`config.mk`:
```
export PLATFORM = sky130hd
export DESIGN_NAME = sp_xfer_top
export DESIGN_NICKNAME = d
export VERILOG_FILES = /design/src/rtl/sp_xfer_pkg.sv /design/src/rtl/sp_xfer_ctrl.sv /design/src/rtl/sp_xfer_path.sv /design/src/rtl/sp_xfer_top.sv
export SDC_FILE = /design/constraint.sdc
export NUM_CORES = 1
export LEC_CHECK = 0
export CAP_MARGIN = 5
export CORE_MARGIN = 4
export CORE_UTILIZATION = 68
export CTS_CLUSTER_SIZE = 24
export DETAILED_ROUTE_END_ITERATION = 12
export DONT_BUFFER_PORTS = 1
export PLACE_DENSITY_LB_ADDON = 0.05
export SLEW_MARGIN = 15
export SYNTH_ARGS = -nofsm -noshare
export SYNTH_HDL_FRONTEND = slang
export SYNTH_SLANG_ARGS = --single-unit
```
`constraint.sdc`:
```
create_clock -name clk -period 4.2 [get_ports clk]
set_input_delay 0.63 -clock clk [delete_from_list [all_inputs] [get_ports clk]]
set_output_delay 0.63 -clock clk [all_outputs]
set_load 0.01 [all_outputs]
```
`src/rtl/sp_xfer_pkg.sv`:
```
package sp_xfer_pkg;
  localparam int SP_COUNT = 16;
  localparam int SP_W     = $clog2(SP_COUNT);
  localparam int CORE_N   = 2;
  localparam int SRC_N    = 4;
  localparam int ROOT_N   = 2;
  localparam int SEL_W    = $clog2(SRC_N);
  localparam int DIV_W    = 3;

  typedef struct packed {
    logic [SRC_N-1:0]             srcEn;
    logic [ROOT_N-1:0][SEL_W-1:0] sel;
    logic [ROOT_N-1:0][DIV_W-1:0] div;
  } sp_entry_t;

  typedef struct packed {
    logic capture;
    logic applyRoot;
    logic commit;
  } sp_strobe_t;

  typedef enum logic [1:0] {ST_IDLE, ST_WAIT, ST_ROOT, ST_OFF} sp_state_t;
endpackage

```
`src/rtl/sp_xfer_ctrl.sv`:
```
module sp_xfer_ctrl
  import sp_xfer_pkg::*;
(
  input  logic                   clk,
  input  logic                   rstN,
  input  logic [CORE_N-1:0]      reqValid,
  input  logic [CORE_N*SP_W-1:0] reqTarget,
  input  logic [CORE_N-1:0]      coreDone,
  output logic [CORE_N-1:0]      reqAck,
  output sp_strobe_t             strobe,
  output logic [SP_W-1:0]        tgtSp,
  output logic [SP_W-1:0]        curSp,
  output logic [SP_W-1:0]        prevSp,
  output logic                   busy
);
  sp_state_t state;
  logic [CORE_N-1:0][SP_W-1:0] reqTgtArr;
  logic [CORE_N-1:0] doneSeen;
  logic [CORE_N-1:0] doneNow;
  logic [CORE_N-1:0] ackNext;
  logic [SP_W-1:0]   winTgt;
  logic              allDone;

  assign reqTgtArr = reqTarget;
  assign doneNow   = doneSeen | coreDone;
  assign allDone   = &doneNow;
  assign busy      = (state != ST_IDLE);

  // lowest-numbered requester wins
  always_comb begin
    winTgt = '0;
    for (int i = CORE_N - 1; i >= 0; i--) begin
      if (reqValid[i]) winTgt = reqTgtArr[i];
    end
  end

  always_comb begin
    for (int i = 0; i < CORE_N; i++) begin
      ackNext[i] = reqValid[i] &&
                   ((state == ST_IDLE) ? (reqTgtArr[i] == winTgt)
                                       : (reqTgtArr[i] == tgtSp));
    end
  end

  always_comb begin
    strobe.capture   = (state == ST_WAIT) && allDone;
    strobe.applyRoot = (state == ST_ROOT);
    strobe.commit    = (state == ST_OFF);
  end

  always_ff @(posedge clk) begin
    if (!rstN) begin
      state    <= ST_IDLE;
      tgtSp    <= '0;
      curSp    <= '0;
      prevSp   <= '0;
      doneSeen <= '0;
      reqAck   <= '0;
    end else begin
      reqAck <= ackNext;
      unique case (state)
        ST_IDLE: begin
          doneSeen <= '0;
          if (|reqValid) begin
            tgtSp <= winTgt;
            state <= ST_WAIT;
          end
        end
        ST_WAIT: begin
          doneSeen <= doneNow;
          if (allDone) state <= ST_ROOT;
        end
        ST_ROOT: state <= ST_OFF;
        ST_OFF: begin
          prevSp   <= curSp;
          curSp    <= tgtSp;
          doneSeen <= '0;
          state    <= ST_IDLE;
        end
        default: state <= ST_IDLE;
      endcase
    end
  end

  AST_CUR_HELD: assert property (@(posedge clk) disable iff (!rstN)
    !strobe.commit |=> $stable(curSp));
  AST_PREV_FOLLOWS: assert property (@(posedge clk) disable iff (!rstN)
    strobe.commit |=> (prevSp == $past(curSp)));
  AST_TGT_LOCKED: assert property (@(posedge clk) disable iff (!rstN)
    (busy && !strobe.commit) |=> $stable(tgtSp));
  AST_BUSY_ON_ACCEPT: assert property (@(posedge clk) disable iff (!rstN)
    (!busy && |reqValid) |=> busy);
endmodule

```
`src/rtl/sp_xfer_path.sv`:
```
module sp_xfer_path
  import sp_xfer_pkg::*;
(
  input  logic                         clk,
  input  logic                         rstN,
  input  sp_strobe_t                   strobe,
  input  logic [SP_W-1:0]              tgtSp,
  input  logic                         standby,
  input  logic                         wrEn,
  input  logic [SP_W-1:0]              wrIndex,
  input  sp_entry_t                    wrEntry,
  output logic [SRC_N-1:0]             srcEn,
  output logic                         alwaysOnEn,
  output logic [ROOT_N-1:0][SEL_W-1:0] rootSel,
  output logic [ROOT_N-1:0][DIV_W-1:0] rootDiv
);
  localparam sp_entry_t RST_ENTRY = '{srcEn: {SRC_N{1'b1}}, sel: '0, div: '0};

  sp_entry_t tbl [SP_COUNT];
  sp_entry_t shadow;
  sp_entry_t tblRd;

  for (genvar e = 0; e < SP_COUNT; e++) begin : g_entry
    always_ff @(posedge clk) begin
      if (!rstN)                                  tbl[e] <= RST_ENTRY;
      else if (wrEn && (wrIndex == SP_W'(e)))     tbl[e] <= wrEntry;
    end
  end

  assign tblRd = tbl[tgtSp];

  always_ff @(posedge clk) begin
    if (!rstN) begin
      shadow     <= RST_ENTRY;
      srcEn      <= {SRC_N{1'b1}};
      rootSel    <= '0;
      rootDiv    <= '0;
      alwaysOnEn <= 1'b1;
    end else begin
      alwaysOnEn <= !standby;
      if (strobe.capture) begin
        shadow <= tblRd;
        srcEn  <= srcEn | tblRd.srcEn;
      end
      if (strobe.applyRoot) begin
        rootSel <= shadow.sel;
        rootDiv <= shadow.div;
      end
      if (strobe.commit) srcEn <= shadow.srcEn;
    end
  end

  AST_ON_BEFORE_SWITCH: assert property (@(posedge clk) disable iff (!rstN)
    strobe.applyRoot |-> ((srcEn & shadow.srcEn) == shadow.srcEn));
  AST_ROOTS_BEFORE_OFF: assert property (@(posedge clk) disable iff (!rstN)
    strobe.commit |-> (rootSel == shadow.sel && rootDiv == shadow.div));
  AST_CAPTURE_ONLY_ADDS: assert property (@(posedge clk) disable iff (!rstN)
    strobe.capture |=> ((srcEn & $past(srcEn)) == $past(srcEn)));
  AST_AON_STANDBY: assert property (@(posedge clk) disable iff (!rstN)
    standby |=> !alwaysOnEn);
  AST_AON_RUN: assert property (@(posedge clk) disable iff (!rstN)
    !standby |=> alwaysOnEn);
endmodule

```
`src/rtl/sp_xfer_top.sv`:
```
module sp_xfer_top
  import sp_xfer_pkg::*;
(
  input  logic                     clk,
  input  logic                     rstN,
  input  logic [CORE_N-1:0]        reqValid,
  input  logic [CORE_N*SP_W-1:0]   reqTarget,
  output logic [CORE_N-1:0]        reqAck,
  input  logic [CORE_N-1:0]        coreDone,
  input  logic                     standby,
  input  logic                     wrEn,
  input  logic [SP_W-1:0]          wrIndex,
  input  logic [SRC_N-1:0]         wrSrcEn,
  input  logic [ROOT_N*SEL_W-1:0]  wrRootSel,
  input  logic [ROOT_N*DIV_W-1:0]  wrRootDiv,
  output logic [SRC_N-1:0]         srcEn,
  output logic                     alwaysOnEn,
  output logic [ROOT_N*SEL_W-1:0]  rootSel,
  output logic [ROOT_N*DIV_W-1:0]  rootDiv,
  output logic [SP_W-1:0]          curSp,
  output logic [SP_W-1:0]          prevSp,
  output logic                     busy
);
  sp_strobe_t                   strobe;
  logic [SP_W-1:0]              tgtSp;
  sp_entry_t                    wrEntry;
  logic [ROOT_N-1:0][SEL_W-1:0] selArr;
  logic [ROOT_N-1:0][DIV_W-1:0] divArr;

  assign wrEntry.srcEn = wrSrcEn;
  assign wrEntry.sel   = wrRootSel;
  assign wrEntry.div   = wrRootDiv;
  assign rootSel       = selArr;
  assign rootDiv       = divArr;

  sp_xfer_ctrl u_ctrl (
    .clk       (clk),
    .rstN      (rstN),
    .reqValid  (reqValid),
    .reqTarget (reqTarget),
    .coreDone  (coreDone),
    .reqAck    (reqAck),
    .strobe    (strobe),
    .tgtSp     (tgtSp),
    .curSp     (curSp),
    .prevSp    (prevSp),
    .busy      (busy)
  );

  sp_xfer_path u_path (
    .clk        (clk),
    .rstN       (rstN),
    .strobe     (strobe),
    .tgtSp      (tgtSp),
    .standby    (standby),
    .wrEn       (wrEn),
    .wrIndex    (wrIndex),
    .wrEntry    (wrEntry),
    .srcEn      (srcEn),
    .alwaysOnEn (alwaysOnEn),
    .rootSel    (selArr),
    .rootDiv    (divArr)
  );
endmodule

```
# == Word-level counts from Yosys, hierarchy flattened ==
# Memory sizes are Yosys's and may differ from the RTL's. A register that Yosys moved wholly into a read port is not among the register bits.
# Index checks and enable logic that the tools add are counted.
# Widths: inputs -> output; s select.
# word_totals
romBits,0
latchBits,0
ram_bits,224
in_bits,34
memories,1
elab_cells,167
register_bits,47
# mem_list
memory,depth,width,rd,rd_clocked_by_memory_dff,write_ports,line_no,rtl
u_path.tbl,16,14,1,1,16,sp_xfer_path.sv:19,sp_entry_t tbl [SP_COUNT];
# op_classes
multipliers,0
n_eq_ne,24
shift,0
magnitude_cmp,0
n_reduce_logical,30
bitwise_logic,18
addsub,0
n_div,0
mux,77
# ops
cell,n
$mux 14,16
$mux 1,51
$eq 4x4->1 const B,8
$mux 4,6
$logic_and 1x1->1,19
$eq 4x3->1 const B,4
$eq 4x4->1,4
$or 1x1->1,16
$eq 4x2->1 const B,2
$pmux 2 s4,1
$reduce_and 2->1,3
$reduce_bool 2->1,3
$eq 2x2->1 const B,2
$eq 4x1->1 const B,1
$logic_not 4->1,1
$mux 2,2
$or 4x4->4,1
$pmux 2 s2,1
$reduce_or 2->1,2
$eq 2x1->1 const B,1
$logic_not 2->1,1
$ne 2x1->1 const B,1
$ne 2x2->1 const B,1
$or 2x2->2,1
$logic_not 1->1,1

# == Longest topological paths before layout ==
# depth
depth_word,6
mapped_depth,7

# == Cells and area by module ==
# Synthesis repeated with hierarchy kept, for this count alone.
# unflattened
cells_unflattened,880
area_unflattened_um2,12196.7
# by_module_without_submodules
mod,area_each_um2,seq_area_each_um2,instances,cells_per_inst
sp_xfer_path,11297.1,7307.0,1,784
sp_xfer_ctrl,899.6,360.3,1,96

# == Worst setup path before layout ==
# Ideal clock, no wire load.
# synth_timing
kind,in2reg
start,in wrIndex[1]
end,mem u_path.tbl[8][0] (netlist bit) (enable)
arrival_time_ps,2284
slack_ps,1511
path_buffers,2
stages,4
required_time_ps,3796
path_cell_list,or2_2 -> clkbuf_1 -> clkbuf_1 -> o21ai_0
# synth_rtl
item,line_no,rtl
start: declaration,sp_xfer_top.sv:12,"input logic [SP_W-1:0] wrIndex,"
end: declaration,sp_xfer_path.sv:19,

==> impl_results.md <==
- Yosys cell types: 41
- Resized cells post-CTS: 0
- CTS buffer count: 27
- Fin cells: 1108
- Worst IR Drop VDD: 0.542 mV
- Critical path type: flop to flop
- Worst reg2reg endpoint: u_path.shadow[9]
- Antenna cells: 0
- Ys Warns: 0
- Total Wirelength: 28300 um
- Initial antenna violation count: 0
- Min setup slack post-route: 1.61 ns
- Port bufs: 0
- Prevailing post-synth register cell: edfxtp_1
- Area leader, netlist: edfxtp_1
- Max-cap check violation count: 0
- I/O pin cnt: 60
- Worst Skew: 0.00816 ns
- Final hold violation count: 0
- R2R cell count: 6
- DP HPWL: 19000 um
- Final count of pins violating max slew: 0
- Post-synth top area share: 55.0%
- Hold Path Class: input pin to flop
- Layout cells sized above 1: 11.1%
- Reg-to-reg setup timing slack: 1.61 ns
- Synth top area cells: edfxtp_1 55%, dfxtp_1 8.4%, and2_1 8.3%
- Grt ovf: 0
- Clock Latency Late Sink: 0.53 ns
- Iteration-0 DRC Markers: 716
- Initial core utilization: 70.0%
- Vias per inst: 6.61
- CTS tree: yes
- Final Total Pwr: 6.91 mW
- Pwr/cell area: 524 mW/mm^2
- Worst hold slack: 0.168 ns
- Critical path launch point type: flop
- Drt drc: 0
- Setup tns final: 0 ns
- First-pass GRT wire length: 43300 um
- Fin crit share: 61.8%
- Number of enable flip-flop cells after synthesis: 224
- Core Box Area: 0.0175 sq mm
- Number of post-CTS setup repair buffers: 0
- Syn_nets: 924
- Beginning of the worst hold path: standby
- Layout area overhead: 7.88%
- Drt pass-1 iters: 5
- Die area: 0.0202 sq mm
- LEAKAGE: 4.46 nW
- Yosys reg bits: 275
- Max-slew headroom: 23.0%
- Fillers: 1060
- Setup violators final: 0
- Unrepaired setup endpoints after global routing: false
- Critical Path RT: 4.62 ns
- Largest net degree at the start of global routing: 73
- Htree depth: 1
- Hold EP: u_path.alwaysOnEn
- Top-count cell post-synth: edfxtp_1
- Hold-critical path depth: 1
- WL/cell: 25.6 um
- Mapped Area: 0.0122 sq mm
- GPL Wtd Cong: 0.871
- Rows: 48
- Vias in the first global route: 7211
- Dpl ws: 1.50 ns
- Routed Antenna Nets: 0
- Peak fanout along the critical path: 24
- Die Wd: 142 um
- Ys async rst share: 0%
- Register clock-pin slew on the reported worst setup and hold paths: 0.06 ns
- Crit path DAT: 3.01 ns
- Total GRT Usage: 28.7%
- CTS root buf: clkbuf_16
- Die Y: 142 um
- Fmax: 0.386 GHz
- Avg Inst Size Synth: 13.8 sq um
- Vias post-DR: 7324
- Syn Inst Count: 884
- CTS Buffer Depth: 3
- Sequential area share after synthesis: 63.4%
- Top post-synthesis cells by count: 224 x edfxtp_1, 162 x and2_1, 64 x or3_1, 57 x nor2_1, 55 x mux2i_1
- Run status: finished clean
- CTS hold repair buffers: 0
- Placed Cells: 1059
- Clock tree sinks: 275
- Post-route minimum period: 2.59 ns
- Measured slew at the worst slew-check pin: 1.15 ns
- Nets@finish: 903
- CP endpoint kind: flop
==> placed cells by master (no fill, tap or decap), types with 8 or more instances in the layout <==
cell	instances
a21oi_1	12
and2_1	162
a22oi_1	17
inv_1	8
a22o_1	20
nand3_1	20
nand2_1	14
clkbuf_16	28
or3_1	64
edfxtp_1	224
buf_4	11
mux4_2	34
o21ai_2	8
mux2i_1	55
dfxtp_1	49
nor2_1	57
o21ai_1	19
==> where the power goes <==
group | leakage, nW | total [mW] | internal [mW] | switching [mW]
Clock | 0.414 | 2.31 | 1.32 | 0.991
Sequential | 2.59 | 3.41 | 3.15 | 0.261
Combinational | 1.46 | 1.19 | 0.566 | 0.620
Total | 4.46 | 6.91 | 5.04 | 1.87
==> cell type report <==
cell class                      instances  area (sq um)  area share, %
Sequential cell                       275          7750           58.8
Multi-Input combinational cell        539          4200           31.8
Clock buffer                           38           761           5.77
Tap cell                              225           282           2.13
Timing Repair Buffer                   11          82.6          0.626
Clock inverter                         11          81.3          0.617
Inverter                                9          33.8          0.256
==> metrics by stage <==
stage               instance area [sq um]  util [%]
floorplan                           12200         -
global placement                    12300      70.5
detailed placement                  12300      70.5
CTS                                 13200      75.3
global route                        13200      75.5
finish                              13200      75.5
==> logic make-up (layout without fill, tap and decap cells) <==
logic type	count (synthesis)	in the layout	share of synthesized area, %
and+or+nand+nor	339	339	15.8
DFF	275	275	63.4
muxes	96	96	12.1
AOI/OAI and AO/OA	92	92	5.13
buffers and inverters	70	69	2.55
adders and majority gates	6	6	0.614
xor gates and xnor gates	6	6	0.430
==> flip-flops by register name, summed over array words and instances, names as in the netlist, named ones only <==
register and count:
u_ctrl.state 2, u_ctrl.curSp 4, u_ctrl.tgtSp 4, u_ctrl.reqAck 2, u_path.rootSel 4, u_path.rootDiv 6, u_path.shadow 14, u_path.tbl 224
u_path.srcEn 4, u_ctrl.doneSeen 2, u_path.alwaysOnEn 1, u_ctrl.prevSp 4
==> critical path, cell delays in order (launching register included) <==
cell     delay, ns
dfxtp_2       0.88
buf_4         0.44
buf_4         0.23
mux4_2        0.51
a22o_1        0.25
nor2_1        0.10
o21ai_1       0.06
==> how the worst max path moves through the flow <==
stage	slack (ns)	cells past startpoint	endpoint
3_3_place_gp	1.65	6	u_path.shadow[5]
6_report	1.61	6	u_path.shadow[9]
5_1_grt	1.39	6	u_path.shadow[9]
2_1_floorplan	1.51	4	u_path.tbl[8][0]
3_5_place_dp	1.50	2	u_path.tbl[5][2]
4_1_cts	1.54	6	u_path.shadow[9]
==> metal layers <==
metal	track usage (%)	part of all wire (%)	vias to the layer above
met5	0	0	-
met3	5.75	8.7	60
met2	46.9	49	342
met1	39.0	38	3674
li1	-	-	3248
met4	10.2	4.1	0
Power figures use the tool's default switching activity.
